==> config.mk <==
export PLATFORM = sky130hd
export DESIGN_NAME = i2c_regport
export DESIGN_NICKNAME = d
export VERILOG_FILES = /design/src/rtl/i2c_regport_pkg.sv /design/src/rtl/i2c_regport_sync.sv /design/src/rtl/i2c_regport_cond.sv /design/src/rtl/i2c_regport_bank.sv /design/src/rtl/i2c_regport.sv
export SDC_FILE = /design/constraint.sdc
export NUM_CORES = 1
export LEC_CHECK = 0
export CAP_MARGIN = 25
export CORE_MARGIN = 5
export CORE_UTILIZATION = 34
export CTS_CLUSTER_DIAMETER = 60
export CTS_CLUSTER_SIZE = 24
export DETAILED_ROUTE_END_ITERATION = 8
export PLACE_DENSITY = 0.67
export SYNTH_ARGS = -nofsm -noshare
export SYNTH_HDL_FRONTEND = slang
export SYNTH_SLANG_ARGS = --single-unit
export TNS_END_PERCENT = 5
==> constraint.sdc <==
create_clock -name clk -period 4.95 [get_ports clk]
set_input_delay 1.2375 -clock clk [delete_from_list [all_inputs] [get_ports clk]]
set_output_delay 1.2375 -clock clk [all_outputs]
set_load 0.03 [all_outputs]
==> src/rtl/i2c_regport_pkg.sv <==
package i2c_regport_pkg;

  localparam int BYTE_W = 8;

  typedef enum logic [3:0] {
    ST_IDLE,
    ST_ADDR,
    ST_ADDR_ACK,
    ST_PTR,
    ST_PTR_ACK,
    ST_WR,
    ST_WR_ACK,
    ST_RD,
    ST_RD_ACK
  } port_state_e;

endpackage

==> src/rtl/i2c_regport_sync.sv <==
module i2c_regport_sync #(
  parameter int          STAGES  = 2,
  parameter int          WIDTH   = 1,
  parameter logic [WIDTH-1:0] RST_VAL = '0
) (
  input  logic             clk,
  input  logic             rst_n,
  input  logic [WIDTH-1:0] d_i,
  output logic [WIDTH-1:0] q_o
);

  logic [WIDTH-1:0] chain [STAGES];

  for (genvar s = 0; s < STAGES; s++) begin : g_stage
    always_ff @(posedge clk or negedge rst_n) begin
      if (!rst_n) begin
        chain[s] <= RST_VAL;
      end else if (s == 0) begin
        chain[s] <= d_i;
      end else begin
        chain[s] <= chain[(s > 0) ? s - 1 : 0];
      end
    end
  end

  assign q_o = chain[STAGES-1];

endmodule

==> src/rtl/i2c_regport_cond.sv <==
module i2c_regport_cond (
  input  logic clk,
  input  logic rst_n,
  input  logic scl_s,
  input  logic sda_s,
  input  logic strap_s,
  output logic scl_rise,
  output logic scl_fall,
  output logic start_c,
  output logic stop_c,
  output logic strap_fall
);

  logic scl_d, sda_d, strap_d;

  always_ff @(posedge clk or negedge rst_n) begin
    if (!rst_n) begin
      scl_d   <= 1'b1;
      sda_d   <= 1'b1;
      strap_d <= 1'b0;
    end else begin
      scl_d   <= scl_s;
      sda_d   <= sda_s;
      strap_d <= strap_s;
    end
  end

  assign scl_rise   = scl_s & ~scl_d;
  assign scl_fall   = ~scl_s & scl_d;
  // SDA moving while SCL is steadily high marks a bus condition
  assign start_c    = scl_s & scl_d & sda_d & ~sda_s;
  assign stop_c     = scl_s & scl_d & ~sda_d & sda_s;
  // strap_d resets low, so a strap held low from power-up never counts
  assign strap_fall = strap_d & ~strap_s;

endmodule

==> src/rtl/i2c_regport_bank.sv <==
module i2c_regport_bank #(
  parameter int NREGS = 32,
  parameter int IDXW  = 5
) (
  input  logic                  clk,
  input  logic                  rst_n,
  input  logic                  we_i,
  input  logic [IDXW-1:0]       widx_i,
  input  logic [7:0]            wdata_i,
  input  logic [IDXW-1:0]       ridx_i,
  output logic [7:0]            rdata_o,
  output logic [NREGS*8-1:0]    regs_o
);

  logic [7:0] mem [NREGS];

  for (genvar i = 0; i < NREGS; i++) begin : g_reg
    always_ff @(posedge clk or negedge rst_n) begin
      if (!rst_n) begin
        mem[i] <= '0;
      end else if (we_i && (int'(widx_i) == i)) begin
        mem[i] <= wdata_i;
      end
    end
    assign regs_o[i*8 +: 8] = mem[i];
  end

  always_comb begin
    rdata_o = '0;
    if (int'(ridx_i) < NREGS) rdata_o = mem[ridx_i];
  end

endmodule

==> src/rtl/i2c_regport.sv <==
module i2c_regport
  import i2c_regport_pkg::*;
#(
  parameter int         NREGS       = 32,
  parameter logic [5:0] ADDR_HI     = 6'b001100,
  parameter int         SYNC_STAGES = 2
) (
  input  logic               clk,
  input  logic               rst_n,
  input  logic               scl_i,
  input  logic               sda_i,
  output logic               sda_oe_o,
  input  logic               strap_i,
  output logic               spi_mode_o,
  output logic [NREGS*8-1:0] regs_o
);

  localparam int IDXW = (NREGS > 1) ? $clog2(NREGS) : 1;

  logic [2:0] raw_v, syn_v;
  logic scl_s, sda_s, strap_s;
  logic scl_rise, scl_fall, start_c, stop_c, strap_fall;

  assign raw_v = {strap_i, sda_i, scl_i};

  i2c_regport_sync #(
    .STAGES (SYNC_STAGES),
    .WIDTH  (3),
    .RST_VAL(3'b011)
  ) u_sync (
    .clk  (clk),
    .rst_n(rst_n),
    .d_i  (raw_v),
    .q_o  (syn_v)
  );

  assign scl_s   = syn_v[0];
  assign sda_s   = syn_v[1];
  assign strap_s = syn_v[2];

  i2c_regport_cond u_cond (
    .clk       (clk),
    .rst_n     (rst_n),
    .scl_s     (scl_s),
    .sda_s     (sda_s),
    .strap_s   (strap_s),
    .scl_rise  (scl_rise),
    .scl_fall  (scl_fall),
    .start_c   (start_c),
    .stop_c    (stop_c),
    .strap_fall(strap_fall)
  );

  port_state_e       state;
  logic [7:0]        shreg;
  logic [2:0]        bitcnt;
  logic              got8;
  logic              rw;
  logic              step_en;
  logic [IDXW-1:0]   ptr;
  logic              spi_q;
  logic              we;
  logic [7:0]        rdata;

  function automatic logic [IDXW-1:0] next_idx(input logic [IDXW-1:0] p);
    return (int'(p) == NREGS - 1) ? '0 : p + 1'b1;
  endfunction

  assign we = (state == ST_WR) && scl_fall && got8 && !spi_q && !stop_c && !start_c;

  i2c_regport_bank #(
    .NREGS(NREGS),
    .IDXW (IDXW)
  ) u_bank (
    .clk    (clk),
    .rst_n  (rst_n),
    .we_i   (we),
    .widx_i (ptr),
    .wdata_i(shreg),
    .ridx_i (ptr),
    .rdata_o(rdata),
    .regs_o (regs_o)
  );

  always_ff @(posedge clk or negedge rst_n) begin
    if (!rst_n) begin
      spi_q <= 1'b0;
    end else if (strap_fall) begin
      spi_q <= 1'b1;
    end
  end

  always_ff @(posedge clk or negedge rst_n) begin
    if (!rst_n) begin
      state   <= ST_IDLE;
      shreg   <= '0;
      bitcnt  <= '0;
      got8    <= 1'b0;
      rw      <= 1'b0;
      step_en <= 1'b0;
      ptr     <= '0;
    end else if (spi_q || stop_c) begin
      state  <= ST_IDLE;
      got8   <= 1'b0;
      bitcnt <= '0;
    end else if (start_c) begin
      state  <= ST_ADDR;
      got8   <= 1'b0;
      bitcnt <= '0;
    end else begin
      unique case (state)
        ST_ADDR, ST_PTR, ST_WR: begin
          if (scl_rise) begin
            shreg  <= {shreg[6:0], sda_s};
            bitcnt <= bitcnt + 3'd1;
            if (bitcnt == 3'd7) got8 <= 1'b1;
          end else if (scl_fall && got8) begin
            got8   <= 1'b0;
            bitcnt <= '0;
            if (state == ST_ADDR) begin
              if (shreg[7:1] == {ADDR_HI, strap_s}) begin
                rw    <= shreg[0];
                state <= ST_ADDR_ACK;
              end else begin
                state <= ST_IDLE;
              end
            end else if (state == ST_PTR) begin
              ptr     <= shreg[IDXW-1:0];
              step_en <= shreg[7];
              state   <= ST_PTR_ACK;
            end else begin
              if (step_en) ptr <= next_idx(ptr);
              state <= ST_WR_ACK;
            end
          end
        end
        ST_ADDR_ACK: begin
          if (scl_fall) begin
            if (rw) begin
              shreg <= rdata;
              if (step_en) ptr <= next_idx(ptr);
              state <= ST_RD;
            end else begin
              state <= ST_PTR;
            end
          end
        end
        ST_PTR_ACK, ST_WR_ACK: begin
          if (scl_fall) state <= ST_WR;
        end
        ST_RD: begin
          if (scl_fall) begin
            shreg  <= {shreg[6:0], 1'b1};
            bitcnt <= bitcnt + 3'd1;
            if (bitcnt == 3'd7) begin
              bitcnt <= '0;
              state  <= ST_RD_ACK;
            end
          end
        end
        ST_RD_ACK: begin
          if (scl_rise && sda_s) begin
            state <= ST_IDLE;
          end else if (scl_fall) begin
            shreg <= rdata;
            if (step_en) ptr <= next_idx(ptr);
            state <= ST_RD;
          end
        end
        default: state <= ST_IDLE;
      endcase
    end
  end

  always_comb begin
    unique case (state)
      ST_ADDR_ACK, ST_PTR_ACK, ST_WR_ACK: sda_oe_o = 1'b1;
      ST_RD:                              sda_oe_o = ~shreg[7];
      default:                            sda_oe_o = 1'b0;
    endcase
  end

  assign spi_mode_o = spi_q;

endmodule

== Yosys cells after proc, flatten, opt, wreduce, memory -nomap -nowiden ==
Cells that the tools add are included.
W data, S select, Z words.
Storage, ports and cells
  memories: 0
  word-level logic and storage cells: 235
  memory bits (writable): 0
  output and inout port bits: 258
  memory bits (read-only): 0
  register bits after elaboration: 289
  bits of input ports: 5
  bits in latches: 0
Operators by class
  multiplexer cells: 50
  bitwise gates (word level): 19
  order comparisons: 1
  add/subtract/negate cells: 2
  shift-type cells: 0
  reductions and logical operators: 59
  eq/ne operators: 59
  multiply operators: 0
  divide/modulo/power cells: 0
Operators with widths (count)
  $eq A5 B5 Y1 const B: 16
  $mux W8: 8
  $mux W5: 10
  $mux W4: 11
  $bmux W8 S5: 1
  $eq A5 B4 Y1 const B: 8
  $logic_and A1 B1 Y1: 39
  $pmux W8 S4: 1
  $ne A4 B4 Y1 const B: 6
  $mux W3: 7
  $reduce_and A7 Y1: 3
  $eq A5 B3 Y1 const B: 4
  $pmux W4 S5: 1
  $ne A2 B2 Y1 const B: 9
  $eq A4 B3 Y1 const B: 4
  $pmux W5 S3: 1
  $reduce_bool A4 Y1: 3
  $eq A5 B2 Y1 const B: 2
  $ne A5 B5 Y1 const B: 2
  $not A1 Y1: 10
  $reduce_and A10 Y1: 1
  $reduce_and A9 Y1: 1
  $and A1 B1 Y1: 8
  $eq A4 B2 Y1 const B: 2
  other kinds (21): 32

== Depth between registers and ports, before layout ==
  depth in word-level cells: 8
  depth in mapped cells: 9
  depth with buffers taken out: 7

== Modules after synthesis ==
From an unflattened synthesis, not the netlist that was laid out.
Unflattened totals
  cell total of the unflattened synthesis: 894
  area, all modules: 13641.8 um^2
Modules (own cells, without submodules)
  i2c_regport_bank: instances 1, area an instance 11673.7 um^2, cells each 699
  i2c_regport: instances 1, area an instance 1674.1 um^2, cells each 178
  i2c_regport_sync: instances 1, area an instance 177.7 um^2, cells each 9
  i2c_regport_cond: instances 1, area an instance 116.4 um^2, cells each 8

== Worst setup path after synthesis ==
No wires, ideal clock.
  path type: register -> output
  from: register state[1]
  to: output port sda_oe_o
  path slack: 2.265 ns
  required time: 3.713 ns
  arrival time: 1.448 ns
  buffers on the path: 2
  cell stages (with the launch flop): 6
  path through: dfrtp_1 > buf_6 > clkbuf_1 > nor2b_1 > o21ai_0 > a21oi_1
Between the ends
  longest elaborated chain between the ends: 3
RTL lines
  from (decl): line i2c_regport.sv:54  | port_state_e state;
  from (signal assigned): line i2c_regport.sv:95  | state <= ST_IDLE;
  from (signal assigned): line i2c_regport.sv:103  | state <= ST_IDLE;
  from (signal assigned): line i2c_regport.sv:107  | state <= ST_ADDR;
  $eq A4 B2 Y1 or $eq A4 B3 Y1 (tied branches): line i2c_regport.sv:176  | unique case (state)
  $reduce_or A3 Y1: line i2c_regport.sv:176
  $pmux W1 S2 *: line i2c_regport.sv:176
  to (decl): line i2c_regport.sv:12  | output logic sda_oe_o,
Every way passes the cells marked *; elsewhere a longest branch is shown, timed or not.

== Final worst setup path ==
Ends and elaborated chain as after synthesis.

==> flow_results.org <==
** Drt
- Routed Wire Length :: 44.3 mm
- Number of search-and-repair iterations in the first detailed-routing pass :: 5
- The routed layout has 9569 vias.
- In the routed design, unresolved DRC markers number 0.
- After detailed routing, the number of vias per cell comes to 5.38.
- In the final routed layout, each cell accounts on average for 24.9 um.
- Violation count after the first detailed-route iteration :: 749
- Once detail routing completed, the nets flagged for antenna violations numbered 0.

** Critical path
- Worst Reg-to-Reg Cells :: 6
- Of all nets on the critical path, the largest fanout is 21.
- For flop-to-flop paths, the worst setup slack is 1.99 ns.
- In this design, the stage delay of the slowest critical-path cell is 0.72 ns.
- Reg-to-reg critical path endpoint :: shreg[7]
- Traced cell by cell, the critical path runs through nor2b_1 > o21ai_0 > a21oi_1 > clkdlybuf4s50_1.
- STA puts the critical path data required time at 3.71 ns.
- The worst setup path is captured at a primary output.
- Kind of start point of the critical path :: register
- Worst R2R Start :: ptr[0]
- Path type of the worst setup path :: register to primary output
- Data arrival time at the worst-slack endpoint :: 2.50 ns
- CP max stage cell :: sky130_fd_sc_hd__clkdlybuf4s50_1

** Placement
- Cells after DPL :: 1725
- DP HPWL :: 31.6 mm
- Prior to clock tree synthesis, the placed netlist has a worst setup slack of 1.79 ns.
- Placer congestion estimate :: 0.845
- Buffers placed on the I/O ports in this run total 262.

** STA
- Worst Slack Setup Final :: 1.21 ns
- Derived from the worst setup path, the maximum achievable clock frequency is 0.267 GHz.
- RSZ-0062 raised after global routing :: false
- Setup Total Neg Slack :: 0 ns
- Worst-margin pin slew :: 0.986 ns
- Worst rel slew slack :: 34.2%
- Shortest clock period the worst path allows after layout :: 3.74 ns
- The count of endpoints failing hold in the final timing report came to 0.
- Fin. max-slew vios :: 0
- Setup violations remaining at the end of the flow were counted as 0.
- Tcrit/Tclk final :: 75.6%
- Maximum clock skew at final layout :: 0.0299 ns

** Finish
- Most used cells in the layout excluding fill and tap cells :: 280 x sky130_fd_sc_hd__dfrtp_1, 268 x sky130_fd_sc_hd__mux2_2, 261 x sky130_fd_sc_hd__clkdlybuf4s50_1
- After the last flow step, the layout net total stands at 1243.
- Cells with a size suffix above 1 make up 33.4% of the layout.
- Most common cell after layout, fill and taps aside :: sky130_fd_sc_hd__dfrtp_1
- Fill cell count :: 3643
- Final Instance Count excl. Fillers :: 1777
- At the end of the flow the core is filled with cells to 44.8%.
- The number of antenna diodes in the final layout is 0.
- The area growth from synthesis to layout is 29.8%.

** Clocking
- TritonCTS built the clock tree.
- CTS built an H-tree with a depth of 1.
- Post-CTS Setup Inserts :: 0
- The later pin in the worst-skew pair is clocked with a latency of 0.57 ns.
- Clock-pin slew was measured on the worst setup and hold paths at 0.07 ns.
- The number of hold buffers added after CTS was 0.
- For this design, the sink count on the clock tree is 289.
- Master cell of the clock root buffer :: sky130_fd_sc_hd__clkbuf_16
- Longest Clk Path Bufs :: 3
- The number of gates resized after CTS was 0.
- In this run, CTS created clock tree buffers numbering 28.

** GRT
- Entering global routing, the biggest net connects 101 pins.
- The number of global-route vias before repair is 9917.
- Number of antenna violations at the first check in global routing :: 0
- The first global-routing pass estimated 66.4 mm of wire.
- Tot GR Track Use :: 19.2%
- Global route total overflow :: 0

** Min path
- Hold Path Class :: register to register
- Counting instances, the worst hold path has a depth of 0.
- The worst hold path terminates at u_sync.q_o[0].
- The worst hold path begins at u_sync.chain[3].

** Synth
- The synthesized design contains 289 register bits.
- Largest cells by area after synthesis :: sky130_fd_sc_hd__dfrtp_1 51%, sky130_fd_sc_hd__mux2_2 22%, sky130_fd_sc_hd__mux4_2 7.8%, sky130_fd_sc_hd__mux2i_1 1.7%, sky130_fd_sc_hd__clkbuf_1 1.4%
- Avg Synthesized Cell Area :: 13.8 um^2
- The share of the Yosys chip area taken by registers is 52.4%.
- EDFF count, synth :: 0
- In the synthesized netlist the async set-or-reset flop fraction comes to 100%.
- After technology mapping, the gate count stands at 998.
- Post-synthesis instance area :: 0.0138 mm^2
- Summed over all instances, the cell type with the most area after synthesis is sky130_fd_sc_hd__dfrtp_1.
- Among all flip-flop cells after synthesis, the most frequent one is sky130_fd_sc_hd__dfrtp_1.
- Summed over its instances, the top area cell type makes up 51.3% of the synthesized netlist area.
- Ys Warns :: 0
- Yosys cell types :: 69
- Counting every net in the synthesized netlist gives 1011.

** Die
- Ports :: 263
- Overall die area :: 0.0448 mm^2
- DIE HEIGHT :: 212 um
- Core Area :: 0.0400 mm^2
- Horizontal die dimension :: 212 um
- After floorplanning, the core was divided into 73 placement rows.
- Initial core utilization :: 34.5%

** Power and ir drop
- For this design the ratio of total power to cell area is 271 mW/mm^2.
- The completed layout was analyzed and its total power is 4.86 mW.
- Leakage power summed over all cells :: 7.82 nW
- Worst VDD drop :: 0.252 mV

** Job
- Maximum capacitance violations :: 0

** Outcome
- Result of the run :: finished, final reports clean
## area by class of cell
class	count	area [um^2]	area share (%)
Clock buffer	30	718	4.01
Clock inverter	22	307	1.71
Inverter	10	37.5	0.209
Multi-Input combinational cell	621	6170	34.4
Sequential cell	289	7250	40.4
Tap cell	525	657	3.66
Timing Repair Buffer	280	2790	15.6
## cells in the mapped netlist, types with 8 or more instances
master                     number
sky130_fd_sc_hd__o21ai_0       15
sky130_fd_sc_hd__dfrtp_1      283
sky130_fd_sc_hd__mux4_2        48
sky130_fd_sc_hd__a31oi_1       11
sky130_fd_sc_hd__mux2_2       268
sky130_fd_sc_hd__nor2_1        19
sky130_fd_sc_hd__nand2_1       46
sky130_fd_sc_hd__a22oi_1       15
sky130_fd_sc_hd__a21oi_1       12
sky130_fd_sc_hd__nor2b_1       15
sky130_fd_sc_hd__clkbuf_1      52
sky130_fd_sc_hd__inv_1         10
sky130_fd_sc_hd__mux2i_1       23
sky130_fd_sc_hd__ha_1           8
sky130_fd_sc_hd__nand3_1       15
sky130_fd_sc_hd__buf_2         10
sky130_fd_sc_hd__nor2_2         9
## per-stage QoR
stage	instance area [um^2]	hold slack, ns
5_1_grt	17900	0.359
3_3_place_gp	16900	0.341
3_5_place_dp	16900	0.336
4_1_cts	17900	0.358
2_1_floorplan	13800	0.331
6_report	17900	0.358
## registers in the layout, indices dropped and copies added (netlist names), 3 cells and up
register and count:
ptr 5, u_sync.chain 3, state 4, shreg 8
bitcnt 3, u_sync.q_o 3, u_bank.regs_o 256
## worst max-delay path by stage
stage               cells after the start       end      from  slack [ns]
floorplan                               5  sda_oe_o  state[1]        2.26
global placement                        4  sda_oe_o  state[1]        1.82
detailed placement                      4  sda_oe_o  state[1]        1.79
CTS                                     4  sda_oe_o  state[1]        1.19
global route                            4  sda_oe_o  state[1]        1.10
finish                                  4  sda_oe_o  state[1]        1.21
## critical path: cells and delay by family, from the launching register on
kind	cells	cell delay, ns
buf+inv	1	0.72
flops	1	0.70
compound gates	2	0.33
simple gates	1	0.20
## power breakdown
group | total [mW] | switching (mW) | internal (mW)
clock | 2.34 | 1.10 | 1.24
sequential | 2.39 | 0.0218 | 2.37
combinational | 0.125 | 0.101 | 0.0236
## logic make-up (layout without fill, tap and decap cells)
logic type                 count (synthesis)  after routing  share of synthesized area [%]
muxes                                    339            339                           31.3
DFF                                      289            289                           52.4
and+or+nand+nor                          155            155                           6.13
AOI/OAI and AO/OA                        115            115                           6.24
buffers and inverters                     88            342                           2.90
adders and majority gates                  8              8                          0.725
xor gates and xnor gates                   4              4                          0.254
## metal layers
metal  GRT usage (%)  part of all wire, %
met5               0                    0
met4            5.84                  3.6
met3            3.68                  5.7
met2            30.4                   47
met1            27.1                   44
Power figures use the tool's default switching activity.
